==> src/rtl/mcam_pkg.sv <==
package mcam_pkg;
  parameter int unsigned DEF_ENTRIES = 8;
  parameter int unsigned DEF_WIDTH   = 16;
endpackage

==> src/rtl/mcam_store.sv <==
module mcam_store #(
  parameter int unsigned ENTRIES = 8,
  parameter int unsigned WIDTH   = 16,
  localparam int unsigned AW     = $clog2(ENTRIES)
) (
  input  logic                           clk_i,
  input  logic                           rst_ni,
  input  logic                           wr_en_i,
  input  logic [AW-1:0]                  wr_addr_i,
  input  logic [WIDTH-1:0]               wr_data_i,
  input  logic                           wr_valid_i,
  output logic [ENTRIES-1:0][WIDTH-1:0]  words_o,
  output logic [ENTRIES-1:0]             valid_o
);
  for (genvar i = 0; i < ENTRIES; i++) begin : g_entry
    logic sel;
    assign sel = wr_en_i && (wr_addr_i == AW'(i));

    always_ff @(posedge clk_i or negedge rst_ni) begin
      if (!rst_ni)  valid_o[i] <= 1'b0;
      else if (sel) valid_o[i] <= wr_valid_i;
    end

    always_ff @(posedge clk_i) begin
      if (sel) words_o[i] <= wr_data_i;
    end
  end

  assert_write_R2: assert property (@(posedge clk_i) disable iff (!rst_ni)
    wr_en_i |=> (valid_o[$past(wr_addr_i)] == $past(wr_valid_i)) &&
                (words_o[$past(wr_addr_i)] == $past(wr_data_i)));
endmodule

==> src/rtl/mcam_compare.sv <==
module mcam_compare #(
  parameter int unsigned ENTRIES = 8,
  parameter int unsigned WIDTH   = 16
) (
  input  logic [ENTRIES-1:0][WIDTH-1:0] words_i,
  input  logic [ENTRIES-1:0]            valid_i,
  input  logic [WIDTH-1:0]              arg_i,
  input  logic [WIDTH-1:0]              key_i,
  output logic [ENTRIES-1:0]            hit_o
);
  for (genvar i = 0; i < ENTRIES; i++) begin : g_cmp
    // a differing bit only counts where the key enables it
    assign hit_o[i] = valid_i[i] && ~|((words_i[i] ^ arg_i) & key_i);
  end
endmodule

==> src/rtl/mcam_prio.sv <==
module mcam_prio #(
  parameter int unsigned ENTRIES = 8,
  localparam int unsigned AW     = $clog2(ENTRIES)
) (
  input  logic [ENTRIES-1:0] req_i,
  output logic               any_o,
  output logic [AW-1:0]      idx_o
);
  always_comb begin
    any_o = 1'b0;
    idx_o = '0;
    for (int i = ENTRIES - 1; i >= 0; i--) begin
      if (req_i[i]) begin
        any_o = 1'b1;
        idx_o = AW'(i);
      end
    end
  end
endmodule

==> src/rtl/mcam_top.sv <==
module mcam_top import mcam_pkg::*; #(
  parameter int unsigned ENTRIES = DEF_ENTRIES,
  parameter int unsigned WIDTH   = DEF_WIDTH,
  localparam int unsigned AW     = $clog2(ENTRIES)
) (
  input  logic               clk_i,
  input  logic               rst_ni,
  input  logic               wr_en_i,
  input  logic [AW-1:0]      wr_addr_i,
  input  logic [WIDTH-1:0]   wr_data_i,
  input  logic               wr_valid_i,
  input  logic               srch_en_i,
  input  logic [WIDTH-1:0]   arg_i,
  input  logic [WIDTH-1:0]   key_i,
  output logic [ENTRIES-1:0] match_o,
  output logic               hit_o,
  output logic [AW-1:0]      hit_idx_o,
  output logic [WIDTH-1:0]   rd_data_o
);
  logic [ENTRIES-1:0][WIDTH-1:0] words;
  logic [ENTRIES-1:0]            valid;
  logic [ENTRIES-1:0]            cmp_hit;
  logic [ENTRIES-1:0]            match_q;

  mcam_store #(.ENTRIES(ENTRIES), .WIDTH(WIDTH)) u_store (
    .clk_i, .rst_ni, .wr_en_i, .wr_addr_i, .wr_data_i, .wr_valid_i,
    .words_o(words), .valid_o(valid)
  );

  mcam_compare #(.ENTRIES(ENTRIES), .WIDTH(WIDTH)) u_cmp (
    .words_i(words), .valid_i(valid), .arg_i, .key_i, .hit_o(cmp_hit)
  );

  // compare sees pre-edge contents, so a same-cycle write waits for the next search
  always_ff @(posedge clk_i or negedge rst_ni) begin
    if (!rst_ni)        match_q <= '0;
    else if (srch_en_i) match_q <= cmp_hit;
  end

  mcam_prio #(.ENTRIES(ENTRIES)) u_prio (
    .req_i(match_q), .any_o(hit_o), .idx_o(hit_idx_o)
  );

  assign match_o   = match_q;
  assign rd_data_o = words[hit_idx_o];

  assert_hold_R10: assert property (@(posedge clk_i) disable iff (!rst_ni)
    !srch_en_i |=> $stable(match_q));
  assert_invalid_R5: assert property (@(posedge clk_i) disable iff (!rst_ni)
    srch_en_i |=> ((match_q & ~$past(valid)) == '0));
  assert_zero_key_R9: assert property (@(posedge clk_i) disable iff (!rst_ni)
    (srch_en_i && key_i == '0) |=> (match_q == $past(valid)));
  assert_any_R7: assert property (@(posedge clk_i) disable iff (!rst_ni)
    hit_o == (match_q != '0));
  assert_lowest_R6: assert property (@(posedge clk_i) disable iff (!rst_ni)
    hit_o |-> (match_q[hit_idx_o] &&
               ((match_q & ((ENTRIES'(1) << hit_idx_o) - 1'b1)) == '0)));
endmodule

==> config.mk <==
export PLATFORM = sky130hd
export DESIGN_NAME = mcam_top
export DESIGN_NICKNAME = d
export VERILOG_FILES = /design/src/rtl/mcam_pkg.sv /design/src/rtl/mcam_store.sv /design/src/rtl/mcam_compare.sv /design/src/rtl/mcam_prio.sv /design/src/rtl/mcam_top.sv
export SDC_FILE = /design/constraint.sdc
export NUM_CORES = 1
export LEC_CHECK = 0
export BUFFER_PORTS_ARGS = -buffer_cell sky130_fd_sc_hd__buf_2
export CORE_MARGIN = 5
export CORE_UTILIZATION = 50
export DETAILED_ROUTE_END_ITERATION = 10
export PLACE_DENSITY_LB_ADDON = 0.1
export SETUP_SLACK_MARGIN = 0.5
export SLEW_MARGIN = 10
export SYNTH_ARGS = -nofsm -noshare
export SYNTH_HDL_FRONTEND = slang
export SYNTH_SLANG_ARGS = --single-unit
==> constraint.sdc <==
create_clock -name clk_i -period 3.3 [get_ports clk_i]
set_input_delay 0.66 -clock clk_i [delete_from_list [all_inputs] [get_ports clk_i]]
set_output_delay 0.66 -clock clk_i [all_outputs]
set_load 0.01 [all_outputs]
======== Yosys cells after proc, flatten, opt, wreduce, memory -nomap -nowiden ========
Index checks and enable logic that the tools add are counted.
Widths: inputs -> output; s select.
word-level totals
  flip-flop bits (word level) ............. 144
  bits in latches ......................... 0
  RAM bits ................................ 0
  bits in read-only memories .............. 0
  input bits .............................. 56
  output and inout bits ................... 28
  word-level logic and storage cells ...... 92
  memories kept ........................... 0
cells by class
  add/sub/neg operators ................... 0
  multipliers ............................. 0
  div/mod/pow operators ................... 0
  order comparisons ....................... 1
  eq/ne operators ......................... 7
  shift operators ......................... 0
  muxes and demuxes ....................... 18
  bitwise gates (word level) .............. 16
  reductions and logical operators ........ 33
operators by type and width
  kind                count
  $and 16x16->16      8
  $reduce_or 16->1    8
  $xor 16x16->16      8
  $bmux 16 s3         1
  $mux 3              8
  $logic_and 1x1->1   16
  $mux 16             1
  $eq 3x3->1 const B  4
  $logic_not 1->1     8
  $mux 1              8
  $eq 3x2->1 const B  2
  $lt 3x4->1 const B  1
  $eq 3x1->1 const B  1
  $logic_not 3->1     1

======== Logic depth before layout (Yosys ltp) ========
  depth after elaboration ................. 10
  mapped depth ............................ 7
  mapped depth without buffers ............ 5

======== Hierarchy ========
From an unflattened synthesis, not the netlist that was laid out.
unflattened totals
  cell total of the unflattened synthesis .. 487
  area total of the unflattened synthesis .. 7642.3 µm²
by module, submodules not included
  module        times used  cells an instance  area an instance (µm²)  sequential area each (µm²)
  mcam_store    1           156                4234.1                  4043.9
  mcam_compare  1           244                1963.1                  0.0
  mcam_top      1           74                 1365.1                  200.2
  mcam_prio     1           13                 80.1                    0.0

======== Least setup slack after synthesis ========
OpenSTA, ideal clock, no wires.
  path type ............................... input-to-reg
  from .................................... in wr_addr_i[2]
  to ...................................... reg u_store.valid_o[0]
  setup time .............................. 0.125 ns
  arrival time ............................ 2.468 ns
  required time ........................... 3.175 ns
  path slack .............................. 0.707 ns
  cell stages on the path ................. 3
  buffers on the path ..................... 0
  cell sequence ........................... nand2b_1 > nor3_1 > mux2_2
between the ends
  word-level cells in the longest chain between the ends .. 2
RTL lines
  what                           line              RTL
  start, declared                mcam_top.sv:9     input logic [AW-1:0] wr_addr_i,
  $logic_not 3->1                mcam_store.sv:17  assign sel = wr_en_i && (wr_addr_i == AW'(i));
  $logic_and 1x1->1              mcam_store.sv:17
  net u_store.g_entry[0].sel     mcam_store.sv:16  logic sel;
  end signal, assigned by index  mcam_store.sv:21  else if (sel) valid_o[i] <= wr_valid_i;
  end, declared                  mcam_store.sv:13  output logic [ENTRIES-1:0] valid_o
The timed path passes the listed nets, and every way through them passes these cells.
A chain may end at the register's enable or synchronous reset.

======== Worst setup path in the final report ========
  from .................................... reg match_q[2], in the netlist match_o[2]
  to ...................................... out rd_data_o[7]
between the ends
  word-level cells in the longest chain between the ends .. 5
RTL lines
  what                           line             RTL
  start, declared                mcam_top.sv:23   logic [ENTRIES-1:0] match_q;
  start signal, assigned         mcam_top.sv:37   else if (srch_en_i) match_q <= cmp_hit;
  $mux 3 (3 in series)           mcam_prio.sv:13  if (req_i[i]) begin
  $bmux 16 s3                    mcam_top.sv:45   assign rd_data_o = words[hit_idx_o];
  $mux 16 (not written as such)  mcam_top.sv:45
  end, declared                  mcam_top.sv:18   output logic [WIDTH-1:0] rd_data_o
No other way between the ends. The select of a mux whose other input is x is not followed.

==> impl_metrics.csv <==
group,metric,value,unit
yosys,synth_fp_nets,666,
die,die_h,134,um
yosys,yosysTopAreaCell,"edfxtp_1",
sta,rsz0062_at_grt,"true",
setup_path,critPathBufInv,4,
die,dieArea,17900,um2
power_and_ir_drop,seqPwrFrac,44.8,%
yosys,synthesis.area,7650,um2
routing,wl_per_cell,27.0,um
grt,antenna_found_initial,0,
placed_design,routabilityCongestion,0.896,
yosys,syn_avg_cell_area,12.5,um2
setup_path,startpoint_type,"register",
routing,drtPass1Iterations,6,
clock_tree,numCtsBuffers,17,
clock_tree,cts_tree,"built",
sta,period_needed,3.03,ns
setup_path,crit_path_max_incr_delay,0.46,ns
setup_path,crit_path_top_delay_cell,"dfrtp_2",
final_layout,fin_nets,761,
yosys,seq_area_frac_synth,55.5,%
power_and_ir_drop,swShare,23.5,%
placed_design,hpwl,15300,um
power_and_ir_drop,p_int,3.61,mW
hold_path,hp-class,"primary input to asynchronous set/reset pin",
sta,clock-skew-final,0.0118,ns
routing,wl,24400,um
power_and_ir_drop,switchingPower,1.11,mW
job,drv_cap,0,
grt,grt_remaining_overflow,0,
routing,drc,0,
power_and_ir_drop,power_frac_clock,43.5,%
sta,relSlewSlack,43.5,%
die,die_width,134,um
setup_path,worstPathCellList,"nor2b_4 > o21ai_4 > buf_6 > nand2_8 > buf_12 > buf_16 > a211oi_2 > nor4_2 > buf_2",
die,core_area,15100,um2
clock_tree,cts-root-buf,"clkbuf_16",
yosys,yosysWarningCount,0,
setup_path,cp_max_fo,8,
setup_path,cp.arrival,2.37,ns
setup_path,worst-setup-path-type,"register to primary output",
die,row_count,45,
setup_path,path_delay_family,"simple AND/OR/NAND/NOR gates",
status,outcome,"finished clean",
routing,routed-via-count,5929,
clock_tree,cts_buffer_depth,2,
sta,clock.fmax,0.330,GHz
sta,finalSetupTns,0,ns
power_and_ir_drop,power_density,491,nW/um2
sta,fin_crit_sh,91.8,%
setup_path,crit_required,2.64,ns
grt,grt_pass1_wl,35700,um
yosys,syn_inst,610,
die,initial_core_util,50.7,%
grt,track_usage,26.9,%
yosys,synth_seq_cells,144,
grt,grt_pass1_vias,5978,
die,ios,84,
clock_tree,cts_sinks,144,
setup_path,end_kind,"primary output",
yosys,ys_types,32,
grt,grt_start_max_net_pins,29,
clock_tree,hold_buffers,0,
final_layout,n_antenna_cell,0,
clock_tree,insertion_delay,0.43,ns
power_and_ir_drop,combPwrFrac,11.7,%
sta,worst_pin_slew,0.846,ns
routing,viasPerCell,6.55,
power_and_ir_drop,power,4.72,mW
yosys,synthTopCellsByArea,"edfxtp_1 50%, xor2_1 15%, a211oi_1 6.2%, and3_1 5.2%, dfrtp_1 5.2%",
routing,drt-initial-drc-count,823,
sta,setup_viol,0,
final_layout,final_layout_size_suffix_gt1_share,31.9,%
clock_tree,htree_levels,4,
routing,antenna_left,0,
power_and_ir_drop,peakVddDrop,0.000378,V
yosys,synth_top_area_share,50.3,%
placed_design,io_buffers,83,
final_layout,fill_cells,1143,
final_layout,area_growth,25.7,%
sta,drv_slew,0,
sta,hold_viol,0,
clock_tree,clkTransAtPathRegs,0.06,ns
power_and_ir_drop,power.leakage,3.61,nW
==> Yosys cell counts, drive strengths merged <==
library cell  instances
a211oi               66
a221oi               16
a222oi                8
a22o                 16
a22oi                16
and3                 64
buf                  38
clkbuf               23
dfrtp                16
edfxtp              128
inv                   8
mux2                  8
nand2                12
nand2b                4
nand4                16
nor2                  7
nor2b                 3
nor3                  2
nor4                 18
o2111ai               1
o211ai                1
o21ai                 2
o22ai                 8
or3                   1
xor2                128
==> routing by layer <==
layer / global-route usage, % / wire length [um] / vias up / part of all wire [%]
met4: 10.3 / 750 / 0 / 3.1
met5: 0 / 0 / - / 0
met2: 41.6 / 11300 / 376 / 46
met3: 6.65 / 2230 / 54 / 9.1
li1: - / - / 2567 / -
met1: 36.9 / 10200 / 2932 / 42
==> stage by stage <==
stage	cells	utilization [%]	instance area (um2)	hold slack, ns	worst slack (ns)
final	905	63.7	9610	0.148	0.272
after global routing	905	63.7	9610	0.156	0.222
after CTS	897	61.7	9320	0.143	0.325
after detailed placement	840	54.4	8210	0.500	0.374
after global placement	840	54.4	8210	0.489	0.438
after floorplan	610	-	7650	0.364	0.707
==> kinds of logic (layout without fill, tap and decap cells) <==
logic type             Yosys count  in the layout  share of synthesized area (%)
flip-flops                     144            144                           55.5
AO/OA/AOI/OAI                  134            136                           14.1
AND/OR/NAND/NOR                127            127                           10.1
buffers and inverters           69            174                           4.52
multiplexers                     8              8                           1.18
XOR/XNOR                       128            128                           14.7
==> power groups by stage <==
stage	registers [mW]	logic (mW)	clock network (mW)
after CTS	2.11	0.522	2.06
after floorplan	2.14	0.308	0
final	2.12	0.552	2.06
after global placement	2.15	0.479	0
after detailed placement	2.15	0.486	0
after global routing	2.12	0.589	2.16
==> cell usage in the layout, fill, tap and decap left out, drive strengths merged <==
master / netlist / final
a211oi: 66 / 66
a221oi: 16 / 16
a222oi: 8 / 8
a22o: 16 / 16
a22oi: 16 / 16
and3: 64 / 64
buf: 38 / 132
bufinv: 0 / 5
clkbuf: 23 / 20
clkinv: 0 / 6
clkinvlp: 0 / 3
dfrtp: 16 / 16
edfxtp: 128 / 128
inv: 8 / 8
mux2: 8 / 8
nand2: 12 / 12
nand2b: 4 / 4
nand4: 16 / 16
nor2: 7 / 7
nor2b: 3 / 3
nor3: 2 / 2
nor4: 18 / 18
o2111ai: 1 / 3
o211ai: 1 / 1
o21ai: 2 / 2
o22ai: 8 / 8
or3: 1 / 1
xor2: 128 / 128
==> worst paths after layout <==
path,startpoint,end,slack [ns],cells past startpoint
max,match_o[2],rd_data_o[7],0.27,9
min,rst_ni,u_store.valid_o[2],0.15,1
max reg2reg,u_store.words_o[20],match_o[1],1.35,5
min reg2reg,u_store.valid_o[1],u_store.valid_o[1],0.51,1
max in group asynchronous,rst_ni,match_o[6],2.86,1
min in group clk_i,wr_data_i[9],u_store.words_o[73],0.49,1
==> layout make-up <==
type                       instances  area [um2]  share of cell area (%)
inverter                           8        40.0                   0.417
sequential                       144        4250                    44.2
clock inverter                    14         196                    2.04
clock buffer                      17         425                    4.43
timing repair buffer             135        1110                    11.5
tap                              188         235                    2.45
multi-input combinational        399        3350                    34.9
==> timing repair <==
item	in CTS	in global routing
buffers inserted	20	4
setup endpoints to repair	16	16
endpoints found under the hold margin	0	0
gates resized for setup	43	31
gates cloned	6	4
pin swaps	11	13
==> registers in the layout, indices dropped and copies added (netlist names) <==
signal,flops
u_store.valid_o,8
u_store.words_o,128
match_o,8
(Power assumes the default switching activity.)
